### src/rtl/rsz_pkg.sv
package rsz_pkg;

    localparam int RSZ_COEF_W = 14;
    localparam int RSZ_DS_W   = 2;
    localparam int RSZ_HALF_W = RSZ_COEF_W + RSZ_DS_W;
    localparam int RSZ_REG_W  = 2 * RSZ_HALF_W;

    typedef enum logic [1:0] {
        ST_IDLE = 2'd0,
        ST_EVAL = 2'd1,
        ST_DIV  = 2'd2
    } rsz_state_e;

    typedef struct packed {
        logic [RSZ_DS_W-1:0]   ds;
        logic [RSZ_COEF_W-1:0] coef;
    } rsz_half_t;

    // Place one half into the upper or lower part of the packed word.
    function automatic logic [RSZ_REG_W-1:0] rsz_place(input logic vert,
                                                       input rsz_half_t h);
        logic [RSZ_REG_W-1:0] w;
        if (vert) w = {h, {RSZ_HALF_W{1'b0}}};
        else      w = {{RSZ_HALF_W{1'b0}}, h};
        return w;
    endfunction

endpackage

### src/rtl/rsz_downsize.sv
module rsz_downsize #(
    parameter int WS_W   = 13,
    parameter int DEN_W  = 11,
    parameter int LIMIT  = 1024,
    parameter int DS_MAX = 2,
    parameter int DS_W   = 2
) (
    input  logic [WS_W-1:0]  len_in,
    input  logic [DEN_W-1:0] len_out,
    output logic [WS_W-1:0]  ws,
    output logic [DS_W-1:0]  ds
);
    localparam int CW = WS_W + 1;
    localparam logic [CW-1:0] LIMIT_C = CW'(LIMIT);

    logic [CW-1:0] twice_out;
    assign twice_out = CW'({len_out, 1'b0});

    // Unrolled halving chain; each stage only acts while the previous one did.
    logic [WS_W-1:0] stage_ws [DS_MAX+1];
    logic [DS_W-1:0] stage_ds [DS_MAX+1];
    logic            stage_go [DS_MAX+1];

    assign stage_ws[0] = len_in;
    assign stage_ds[0] = '0;
    assign stage_go[0] = 1'b1;

    for (genvar s = 0; s < DS_MAX; s++) begin : g_stage
        logic want;
        assign want = stage_go[s] &&
                      ((CW'(stage_ws[s]) > LIMIT_C) || (CW'(stage_ws[s]) >= twice_out));
        assign stage_ws[s+1] = want ? (stage_ws[s] >> 1) : stage_ws[s];
        assign stage_ds[s+1] = want ? (stage_ds[s] + DS_W'(1)) : stage_ds[s];
        assign stage_go[s+1] = want;
    end

    assign ws = stage_ws[DS_MAX];
    assign ds = stage_ds[DS_MAX];

endmodule

### src/rtl/rsz_divider.sv
module rsz_divider #(
    parameter int NUM_W = 26,
    parameter int DEN_W = 11
) (
    input  logic             clk,
    input  logic             rst,
    input  logic             start,
    input  logic [NUM_W-1:0] num,
    input  logic [DEN_W-1:0] den,
    output logic             done,
    output logic [NUM_W-1:0] quo,
    output logic [DEN_W:0]   rem
);
    localparam int CNT_W = $clog2(NUM_W + 1);
    localparam int PW    = NUM_W + DEN_W + 1;

    logic [CNT_W-1:0] cnt_q;
    logic             run_q;
    logic [NUM_W-1:0] num_q;
    logic [DEN_W-1:0] den_q;

    logic [DEN_W:0] shifted;
    logic [DEN_W:0] trial;
    logic           fits;

    always_comb begin
        shifted = {rem[DEN_W-1:0], quo[NUM_W-1]};
        trial   = shifted - {1'b0, den_q};
        fits    = shifted >= {1'b0, den_q};
    end

    always_ff @(posedge clk) begin
        if (rst) begin
            cnt_q <= '0;
            run_q <= 1'b0;
            done  <= 1'b0;
            quo   <= '0;
            rem   <= '0;
            num_q <= '0;
            den_q <= '0;
        end else if (start) begin
            cnt_q <= CNT_W'(NUM_W);
            run_q <= 1'b1;
            done  <= 1'b0;
            quo   <= num;
            rem   <= '0;
            num_q <= num;
            den_q <= den;
        end else if (run_q) begin
            rem   <= fits ? trial : shifted;
            quo   <= {quo[NUM_W-2:0], fits};
            cnt_q <= cnt_q - CNT_W'(1);
            if (cnt_q == CNT_W'(1)) begin
                run_q <= 1'b0;
                done  <= 1'b1;
            end
        end else begin
            done <= 1'b0;
        end
    end

    // the finished quotient and remainder reconstruct the numerator
    a_r6_div_exact: assert property (@(posedge clk) disable iff (rst)
        done |-> ((PW'(quo) * PW'(den_q) + PW'(rem)) == PW'(num_q)) && (rem < {1'b0, den_q}));

endmodule

### src/rtl/rsz_packer.sv
module rsz_packer
    import rsz_pkg::*;
(
    input  logic                  vert,
    input  logic [RSZ_DS_W-1:0]   ds,
    input  logic [RSZ_COEF_W-1:0] coef,
    output logic [RSZ_REG_W-1:0]  word
);
    rsz_half_t h;
    always_comb begin
        h.ds   = ds;
        h.coef = coef;
        word   = rsz_place(vert, h);
    end
endmodule

### src/rtl/rsz_coef_calc.sv
module rsz_coef_calc
    import rsz_pkg::*;
#(
    parameter int LEN_W     = 16,
    parameter int RATIO_W   = 16,
    parameter int MAX_IN    = 4096,
    parameter int MAX_OUT   = 1024,
    parameter int DS_MAX    = 2,
    parameter int FRAC_BITS = 13
) (
    input  logic                 clk,
    input  logic                 rst,
    input  logic                 start_i,
    input  logic                 vert_i,
    input  logic [LEN_W-1:0]     in_len_i,
    input  logic [LEN_W-1:0]     out_len_i,
    input  logic [RATIO_W-1:0]   ratio_i,
    output logic                 busy_o,
    output logic                 done_o,
    output logic                 err_o,
    output logic [RSZ_REG_W-1:0] reg_o
);
    localparam int WS_W   = $clog2(MAX_IN + 1);
    localparam int DEN_W  = $clog2(MAX_OUT + 1);
    localparam int NUM_W  = WS_W + FRAC_BITS;
    localparam int CMP_W  = LEN_W + 3;
    localparam logic [LEN_W-1:0]   MAX_IN_L  = LEN_W'(MAX_IN);
    localparam logic [LEN_W-1:0]   MAX_OUT_L = LEN_W'(MAX_OUT);
    localparam logic [RATIO_W-1:0] RATIO_LIM = RATIO_W'(1 << RSZ_COEF_W);
    localparam logic [NUM_W-1:0]   SAT_LIM   = NUM_W'(1 << RSZ_COEF_W);

    rsz_state_e           state_q;
    logic [LEN_W-1:0]     in_q;
    logic [LEN_W-1:0]     out_q;
    logic [RATIO_W-1:0]   ratio_q;
    logic                 vert_q;
    logic [RSZ_DS_W-1:0]  ds_q;

    logic                 done_q;
    logic                 err_q;
    logic [RSZ_REG_W-1:0] reg_q;

    // Request classification on the latched operands
    logic bypass, len_big, too_far, too_small, reject;
    always_comb begin
        bypass    = (ratio_q != '0) && (ratio_q < RATIO_LIM);
        len_big   = (in_q > MAX_IN_L) || (out_q > MAX_OUT_L);
        too_far   = {out_q, 3'b000} < CMP_W'(in_q);
        too_small = (out_q < LEN_W'(2)) || (in_q == '0);
        reject    = len_big || too_far || too_small;
    end

    // Halving selection
    logic [WS_W-1:0]     ws;
    logic [RSZ_DS_W-1:0] ds_sel;

    rsz_downsize #(
        .WS_W   (WS_W),
        .DEN_W  (DEN_W),
        .LIMIT  (MAX_OUT),
        .DS_MAX (DS_MAX),
        .DS_W   (RSZ_DS_W)
    ) u_downsize (
        .len_in  (in_q[WS_W-1:0]),
        .len_out (out_q[DEN_W-1:0]),
        .ws      (ws),
        .ds      (ds_sel)
    );

    // Division operands
    logic             div_start;
    logic [NUM_W-1:0] div_num;
    logic [DEN_W-1:0] div_den;
    logic             div_done;
    logic [NUM_W-1:0] div_quo;
    logic [DEN_W:0]   div_rem;

    always_comb begin
        div_start = (state_q == ST_EVAL) && !bypass && !reject;
        div_num   = {ws - WS_W'(1), {FRAC_BITS{1'b0}}};
        div_den   = out_q[DEN_W-1:0] - DEN_W'(1);
    end

    rsz_divider #(
        .NUM_W (NUM_W),
        .DEN_W (DEN_W)
    ) u_div (
        .clk   (clk),
        .rst   (rst),
        .start (div_start),
        .num   (div_num),
        .den   (div_den),
        .done  (div_done),
        .quo   (div_quo),
        .rem   (div_rem)
    );

    // Saturation and packing
    logic [RSZ_COEF_W-1:0] coef_sat;
    logic [RSZ_COEF_W-1:0] pk_coef;
    logic [RSZ_DS_W-1:0]   pk_ds;
    logic [RSZ_REG_W-1:0]  pk_word;

    always_comb begin
        coef_sat = (div_quo >= SAT_LIM) ? {RSZ_COEF_W{1'b1}} : div_quo[RSZ_COEF_W-1:0];
        if (state_q == ST_EVAL) begin
            pk_coef = ratio_q[RSZ_COEF_W-1:0];
            pk_ds   = '0;
        end else begin
            pk_coef = coef_sat;
            pk_ds   = ds_q;
        end
    end

    rsz_packer u_pack (
        .vert (vert_q),
        .ds   (pk_ds),
        .coef (pk_coef),
        .word (pk_word)
    );

    // Control
    always_ff @(posedge clk) begin
        if (rst) begin
            state_q <= ST_IDLE;
            in_q    <= '0;
            out_q   <= '0;
            ratio_q <= '0;
            vert_q  <= 1'b0;
            ds_q    <= '0;
            done_q  <= 1'b0;
            err_q   <= 1'b0;
            reg_q   <= '0;
        end else begin
            done_q <= 1'b0;
            unique case (state_q)
                ST_IDLE: begin
                    if (start_i) begin
                        in_q    <= in_len_i;
                        out_q   <= out_len_i;
                        ratio_q <= ratio_i;
                        vert_q  <= vert_i;
                        state_q <= ST_EVAL;
                    end
                end
                ST_EVAL: begin
                    if (bypass) begin
                        reg_q   <= pk_word;
                        err_q   <= 1'b0;
                        done_q  <= 1'b1;
                        state_q <= ST_IDLE;
                    end else if (reject) begin
                        reg_q   <= '0;
                        err_q   <= 1'b1;
                        done_q  <= 1'b1;
                        state_q <= ST_IDLE;
                    end else begin
                        ds_q    <= ds_sel;
                        state_q <= ST_DIV;
                    end
                end
                ST_DIV: begin
                    if (div_done) begin
                        reg_q   <= pk_word;
                        err_q   <= 1'b0;
                        done_q  <= 1'b1;
                        state_q <= ST_IDLE;
                    end
                end
                default: state_q <= ST_IDLE;
            endcase
        end
    end

    assign busy_o = (state_q != ST_IDLE);
    assign done_o = done_q;
    assign err_o  = err_q;
    assign reg_o  = reg_q;

    // completion is a single-cycle pulse
    a_r9_done_single: assert property (@(posedge clk) disable iff (rst)
        done_q |=> !done_q);

    // a rejected request leaves an all-zero word
    a_r9_err_zero_word: assert property (@(posedge clk) disable iff (rst)
        (done_q && err_q) |-> (reg_q == '0));

    // latched operands stay put while a request is in progress
    a_r10_hold_while_busy: assert property (@(posedge clk) disable iff (rst)
        (state_q != ST_IDLE) |=> ($stable(in_q) && $stable(out_q) && $stable(ratio_q) && $stable(vert_q)));

    // the unused half of the word is clear after a vertical result
    a_r8_lower_clear: assert property (@(posedge clk) disable iff (rst)
        (done_q && vert_q) |-> (reg_q[RSZ_HALF_W-1:0] == '0));

    // the unused half of the word is clear after a horizontal result
    a_r8_upper_clear: assert property (@(posedge clk) disable iff (rst)
        (done_q && !vert_q) |-> (reg_q[RSZ_REG_W-1:RSZ_HALF_W] == '0));

endmodule

### config.mk
export PLATFORM = sky130hd
export DESIGN_NAME = rsz_coef_calc
export DESIGN_NICKNAME = d
export VERILOG_FILES = /design/src/rtl/rsz_pkg.sv /design/src/rtl/rsz_downsize.sv /design/src/rtl/rsz_divider.sv /design/src/rtl/rsz_packer.sv /design/src/rtl/rsz_coef_calc.sv
export SDC_FILE = /design/constraint.sdc
export NUM_CORES = 1
export LEC_CHECK = 0
export BUFFER_PORTS_ARGS = -buffer_cell sky130_fd_sc_hd__buf_2
export CORE_UTILIZATION = 60
export CTS_CLUSTER_DIAMETER = 30
export CTS_CLUSTER_SIZE = 8
export DETAILED_ROUTE_END_ITERATION = 16
export HOLD_SLACK_MARGIN = 0.06
export PLACE_DENSITY = 0.93
export SYNTH_ARGS = -nofsm -noshare
export SYNTH_HDL_FRONTEND = slang
export SYNTH_SLANG_ARGS = --single-unit
export TNS_END_PERCENT = 5
### constraint.sdc
create_clock -name clk -period 6.25 [get_ports clk]
set_clock_uncertainty 0.15 [all_clocks]
set_input_delay 1.25 -clock clk [delete_from_list [all_inputs] [get_ports clk]]
set_output_delay 1.25 -clock clk [all_outputs]
set_load 0.05 [all_outputs]
**Word level (Yosys, flattened, before mapping)**

Index checks and enable logic that the tools add are counted.

- Flip-flop bits (word level): 142
- Input bits: 52

- Magnitude comparators: 11
- Mux-type cells: 33
- Reduce and logical (&&, ||, !) cells: 24
- Bitwise logic cells: 3
- Add/subtract/negate cells: 5
- Equality and inequality tests: 6

Operators by type and width:

| cell | number |
|---|---|
| 2-to-1 mux 32 bit | 4 |
| one-hot mux 32 bit (2 select lines) | 1 |
| 2-to-1 mux 26 bit | 2 |
| 2-to-1 mux 14 bit | 2 |
| >= comparator 13 x 12 -> 1 bit | 2 |
| >= comparator 26 x 15 -> 1 bit (second input constant) | 1 |
| greater-than comparator 13 x 11 -> 1 bit (second input constant) | 2 |
| 2-to-1 mux 13 bit | 2 |
| less-than comparator 19 x 16 -> 1 bit | 1 |
| greater-than comparator 16 x 11 -> 1 bit (second input constant) | 1 |
| greater-than comparator 16 x 13 -> 1 bit (second input constant) | 1 |
| logical NOT 16 bit | 1 |
| less-than comparator 16 x 15 -> 1 bit (second input constant) | 1 |
| less-than comparator 16 x 2 -> 1 bit (second input constant) | 1 |
| nonzero test 16 bit | 1 |
| subtractor 13 x 1 -> 13 bit (second input constant) | 1 |
| >= comparator 12 x 11 -> 1 bit | 1 |
| 2-to-1 mux 2 bit | 6 |
| 2-to-1 mux 11 bit | 1 |
| subtractor 11 x 1 -> 11 bit (second input constant) | 1 |
| subtractor 11 bit | 1 |
| 2-to-1 mux 1 bit | 10 |
| 2-to-1 mux 5 bit | 2 |
| logical OR 1 bit | 6 |
| other kinds (19) | 30 |

**Logic depth before layout (Yosys ltp)**

- Word-level depth: 9
- Depth in mapped cells: 28
- Depth with buffers taken out: 24

**Cells and area by module**

From an unflattened synthesis, not the netlist that was laid out.

- Cells, all modules: 1097
- Area, all modules: 8609.5 um^2

Modules (own cells, without submodules):

| module | times used | cells each | area each (um^2) | seq. area each (um^2) |
|---|---|---|---|---|
| rsz_coef_calc | 1 | 576 | 4410.5 | 1741.7 |
| rsz_divider | 1 | 368 | 3037.9 | 1121.1 |
| rsz_downsize | 1 | 118 | 944.7 | 0.0 |
| rsz_packer | 1 | 35 | 216.5 | 0.0 |

**Least setup slack after synthesis**

Ideal clock, no wire load.

- Kind: reg-to-reg
- Start: register out_q[6]
- End: register u_div.quo[19]
- Period minus slack after synthesis: 5.386 ns
- Slack: 0.864 ns
- Stages on the path, launching flop included: 28
- Arrival time: 5.166 ns
- Buffers on the path: 5
- Path through: dfxtp_1 -> clkbuf_1 -> inv_1 -> ha_1 -> nand2_1 -> o21ai_0 -> a221oi_1 -> and3_1 -> buf_4 -> buf_4 -> nand2_1 -> o21ai_0 -> ha_1 -> nand3_1 -> a21oi_1 -> o311a_1 -> a211o_1 -> o21ai_0 -> and2_1 -> buf_4 -> mux2_2 -> ha_1 -> clkbuf_1 -> nor2b_1 -> a32oi_1 -> a31oi_1 -> or3_1 -> a21oi_1

- Cells in the longest elaborated chain, start to end: 9
- Elaborated cells on any way between the ends: 20
- Classes of those cells: add/sub (1); order compare (6); mux (3); reduce/logical (10)

Ends and longest elaborated chain:

| element | RTL line | RTL |
|---|---|---|
| from (decl) | rsz_coef_calc.sv:34 | `logic [LEN_W-1:0] out_q;` |
| from (signal assigned) | rsz_coef_calc.sv:140 | `out_q <= out_len_i;` |
| >= comparator 13 x 12 -> 1 bit | rsz_downsize.sv:31 | `((CW'(stage_ws[s]) > LIMIT_C) \|\| (CW'(stage_ws[s]) >= twice_out));` |
| logical OR 1 bit | rsz_downsize.sv:31 |  |
| 2-to-1 mux 13 bit | rsz_downsize.sv:32 | `assign stage_ws[s+1] = want ? (stage_ws[s] >> 1) : stage_ws[s];` |
| greater-than comparator 13 x 11 -> 1 bit / >= comparator 13 x 12 -> 1 bit (equally long branches) | rsz_downsize.sv:31 |  |
| logical OR 1 bit | rsz_downsize.sv:31 |  |
| logical AND 1 bit | rsz_downsize.sv:30 | `assign want = stage_go[s] &&` |
| 2-to-1 mux 13 bit | rsz_downsize.sv:32 |  |
| subtractor 13 x 1 -> 13 bit | rsz_coef_calc.sv:80 | `div_num = {ws - WS_W'(1), {FRAC_BITS{1'b0}}};` |
| 2-to-1 mux 26 bit | rsz_divider.sv:41 | `end else if (start) begin` |
| to (signal assigned) | rsz_divider.sv:45 | `quo <= num;` |
| to (signal assigned) | rsz_divider.sv:51 | `quo <= {quo[NUM_W-2:0], fits};` |
| to (decl) | rsz_divider.sv:11 | `output logic [NUM_W-1:0] quo,` |

Several ways; a longest one is shown, not always the timed one.
A chain may end at the register's enable or synchronous reset.

**Final worst setup path**

- Start: register out_q[7]
- End: register u_div.quo[23]

The elaborated chain is that of the path after synthesis.

==> impl.org <==
** Outcome
- The flow ran to the end, and the final reports show no timing, DRC or antenna violations.

** Min path
- The startpoint identified for the worst hold timing path is u_div.den_q[7].
- The path class of the tightest hold or removal check is reg2reg.
- Along the worst hold path, the cell count comes to 2.
- For hold timing, the worst endpoint is u_div.den_q[7].

** Placed design
- Summed over all nets, the half-perimeter wirelength after detailed placement is about 16 mm.
- Including well taps, the total number of placed cells is between 1000 and 1500.
- Post-Place Worst Slack :: approximately 0.4 ns
- Count of port buffers added during placement :: 86
- Routability congestion estimate from global placement :: approximately 1

** Floorplanning
- Area inside the core boundary :: 13200 um^2
- Die Ht :: 118 um
- Area of the die :: ~14000 um^2
- I/O pin cnt :: slightly below 90
- Standard-cell rows :: 42
- Once the floorplan was initialized, standard cells occupied roughly 60% of the core.
- Die width :: around 120 um

** Synthesis
- Syn_nets :: ~1200
- Of all flip-flops after synthesis, the portion carrying an async set or reset was 0%.
- During synthesis, Yosys emitted a total of 0 warnings.
- Share of synthesized area occupied by flip-flops and latches :: a little over a third
- Count of different cell masters after synthesis :: just over 70
- Post-synthesis area per instance :: roughly 7.6 um^2
- Counting flops with a built-in enable in the synthesized netlist gives 0.
- Top flip-flop cell by instance count after synthesis :: dfxtp_1
- Synthesis inferred approximately 140 register bits.
- After synthesis the cells add up to ~8000 um^2.
- Counting every instance in the synthesized netlist gives ~1100.

** Setup path
- Type of element launching the critical path :: register
- Required arrival time at the worst endpoint :: 6.38 ns
- Worst Setup Path Type :: reg2reg
- Critical path fanouts, max :: 11
- Endpoint arrival time on the critical path :: 6.01 ns
- The endpoint identified for the worst register-to-register timing path is u_div.quo[23].
- The startpoint identified for the worst register-to-register timing path is out_q[7].
- The number of cells on the worst reg-to-reg path is 23.
- Endpoint type of the worst setup path :: register
- Setup slack on the worst reg-to-reg path comes out at 0.37 ns.

** Drt
- The first routing iteration left around 770 violations.
- Post-detailed-route count of antenna-violating nets :: 0
- In the routed design, unresolved DRC markers number 0.
- Summing over every cut layer, the via total after detailed routing is slightly below 8000.
- Total routed wirelength :: about 23 mm
- Drt first pass iters :: 6
- In the routed layout, each cell is associated on average with a via count of about 6.1.
- Avg WL per Cell :: 17.4 um

** Power and ir drop
- The share of total power dissipated in the clock network is a little over a third.
- Per report_power, the sequential group accounts for a little under two fifths of the total.
- The internal power of the cells totals around 1700 uW.
- Summed over all nets, the switching power comes to between 800 and 900 uW.
- Static leakage :: around 0.0037 uW
- IR analysis of the VDD net gives a maximum drop of roughly 0.19 mV.
- Switching part of the total :: ~34%
- In this run, the combinational gates consume roughly a quarter of the power.
- Power spread over the standard cell area amounts to approximately 280 nW/um^2.
- Total power for the finished layout comes to about 2600 uW.

** Clocking
- In this run the post-CTS setup repair buffer count came out at 0.
- For this design, the sink count on the clock tree is ~140.
- CTS placed an instance of clkbuf_16 at the clock tree root.
- Hold_buf cts :: 0
- Clock buffer count from CTS :: 17
- At the later pin of the worst-skew pair, clock insertion delay measures 0.43 ns.
- CTS tree :: done
- Clock-pin slew was measured on the worst setup and hold paths at about 0.070 ns.
- Maximum clock insertion buffer count :: 2
- H-tree levels :: 4

** Job
- Total of max-cap violations :: 0

** Finish
- Most common cell after layout, fill and taps aside :: nand2_1
- Proportion of layout cells with a drive suffix above 1 :: ~14%
- Leading cell types in the layout, fill and taps excluded :: 189 x nand2_1, 149 x a21oi_1, 141 x dfxtp_1, 85 x buf_2, 80 x nor2_1
- Final antenna diode count :: 0
- Nets :: around 1200
- Count of filler cells inserted in the layout :: 1038
- Area growth syn-to-layout :: 12.6%
- Excluding fillers, the count of instances in the completed layout stands at 1305.

** Timing
- Portion of the clock cycle consumed by the worst path in the final layout :: ~94%
- FMAX :: ~0.17 GHz
- Final number of hold-violating endpoints :: 0
- Min Clock Period, post-route :: around 6 ns
- On the final layout, the worst hold slack is about 0.3 ns.
- Setup TNS :: 0 ns
- RSZ-0062 raised after global routing :: no
- For the pin with the worst max-slew slack, the measured transition is approximately 1.2 ns.
- Final Max Tran Viols :: 0
- Finish-stage setup viols :: 0
- The worst pin sits at a relative slew slack of 17.6%.
- Worst Slack Setup Final :: approximately 0.37 ns

** Global routing
- The total overflow left after global routing is 0.
- The first global-routing pass estimated 36.8 mm of wire.
- The initial antenna violation count is 0.
- The via count of the first global-routing pass came to ~7500.
- Global routing usage summed across all routing layers :: between 30% and 40%
- Entering global routing, the biggest net connects between 80 and 90 pins.
-- what timing repair did --
| item | in CTS | in global routing |
|---|---|---|
| endpoints found under the setup margin | 0 | 1 |
| gates resized for setup | 0 | 3 |
| endpoints found under the hold margin | 0 | 0 |
-- synth_stat cells (3+ instances only) --
cell | number | area share (%)
nand2b_1 | 9 | 0.70
buf_1 | 5 | 0.23
xnor2_1 | 24 | 2.6
clkbuf_1 | 50 | 2.3
nand3_1 | 51 | 3.2
and3_1 | 3 | 0.23
or3_1 | 4 | 0.31
a211oi_1 | 15 | 1.4
mux2i_1 | 34 | 4.2
o21a_1 | 6 | 0.56
ha_1 | 53 | 8.2
o21ai_0 | 32 | 2.0
dfxtp_1 | 142 | 35
nor2b_1 | 8 | 0.62
nor4b_1 | 4 | 0.43
inv_1 | 65 | 3.0
xor2_1 | 4 | 0.43
nand4_1 | 7 | 0.54
nor4_1 | 20 | 1.5
buf_4 | 8 | 0.74
a21boi_0 | 3 | 0.28
mux2_2 | 3 | 0.42
o221ai_1 | 3 | 0.32
o211ai_1 | 5 | 0.46
a21o_1 | 3 | 0.28
and2_1 | 7 | 0.54
nand2_1 | 189 | 8.8
nor2_1 | 80 | 3.7
a31oi_1 | 5 | 0.39
a21oi_1 | 149 | 9.2
a211o_1 | 3 | 0.32
and4_1 | 3 | 0.32
buf_2 | 5 | 0.31
nor3_1 | 16 | 0.99
-- worst max path at each step --
| stage | cells after the start | to | slack, ns | startpoint |
|---|---|---|---|---|
| after floorplan | 27 | u_div.quo[19] | 0.86 | out_q[6] |
| after global placement | 23 | u_div.quo[23] | 0.51 | out_q[7] |
| after detailed placement | 22 | u_div.quo[23] | 0.39 | out_q[7] |
| after CTS | 22 | u_div.quo[23] | 0.35 | out_q[7] |
| after global routing | 22 | u_div.quo[23] | 0.03 | out_q[10] |
| final | 23 | u_div.quo[23] | 0.37 | out_q[7] |
-- cells by family after synthesis --
| kind of cell | synth area share (%) |
|---|---|
| multiplexers | 4.99 |
| AND/OR/NAND/NOR | 23.2 |
| adder cells (fa/ha/maj) | 8.44 |
| buffers and inverters | 6.99 |
| AO/OA/AOI/OAI | 18.2 |
| flip-flops | 35.1 |
| XOR/XNOR | 3.03 |
-- area by class of cell --
class / instances / area (um^2) / share of cell area [%]
Multi-Input combinational cell: 784 / 4700 / 51.6
Sequential cell: 142 / 2840 / 31.2
Timing Repair Buffer: 106 / 583 / 6.40
Clock buffer: 18 / 429 / 4.71
Inverter: 65 / 244 / 2.68
Tap cell: 176 / 220 / 2.42
Clock inverter: 14 / 95.1 / 1.04
-- routing by layer --
metal,track usage (%),up-vias,wire length (um)
li1,-,3782,-
met1,42.3,3666,9580
met2,52.8,409,10500
met3,6.76,81,1880
met4,15.2,0,797
met5,0,-,0
-- sequential cells by signal, summed over array words and instances, names as in the netlist --
name         count
err_o            1
out_q           16
u_div.quo       26
u_div.rem       11
u_div.run_q      1
u_div.den_q     11
state_q          2
u_div.done       1
ds_q             2
in_q            16
vert_q           1
ratio_q         16
reg_o           32
done_o           1
u_div.cnt_q      5
-- worst max-delay path, stage by stage, from the launching register on --
cell and delay, ns:
dfxtp_1 0.45, inv_1 0.14, ha_1 0.31, a21oi_1 0.13
o21ai_0 0.15, a221oi_2 0.41, nand3_2 0.23, buf_4 0.24
a21oi_1 0.25, ha_1 0.20, nand2b_1 0.10, a21oi_1 0.07
o311a_1 0.33, a211o_1 0.32, or3b_1 0.44, mux2_4 0.32
o21ai_2 0.13, ha_1 0.36, nand3_1 0.21, nor4_1 0.26
o21a_1 0.19, xnor2_1 0.06, nor4_1 0.21, a211oi_1 0.09
-- through the flow --
stage / area, um^2 / utilization (%)
after floorplan: 8100 / -
after global placement: 8580 / 65.0
after detailed placement: 8580 / 65.0
after CTS: 9100 / 69.0
after global routing: 9110 / 69.1
final: 9110 / 69.1
-- power groups by stage --
stage               clock (uW)  combinational [uW]  sequential, uW
floorplan                    0                 478            1000
global placement             0                 649             987
CTS                        912                 661             970
finish                     907                 679             971
detailed placement           0                 650             989
global route               954                 739             974
Power figures use the tool's default switching activity.
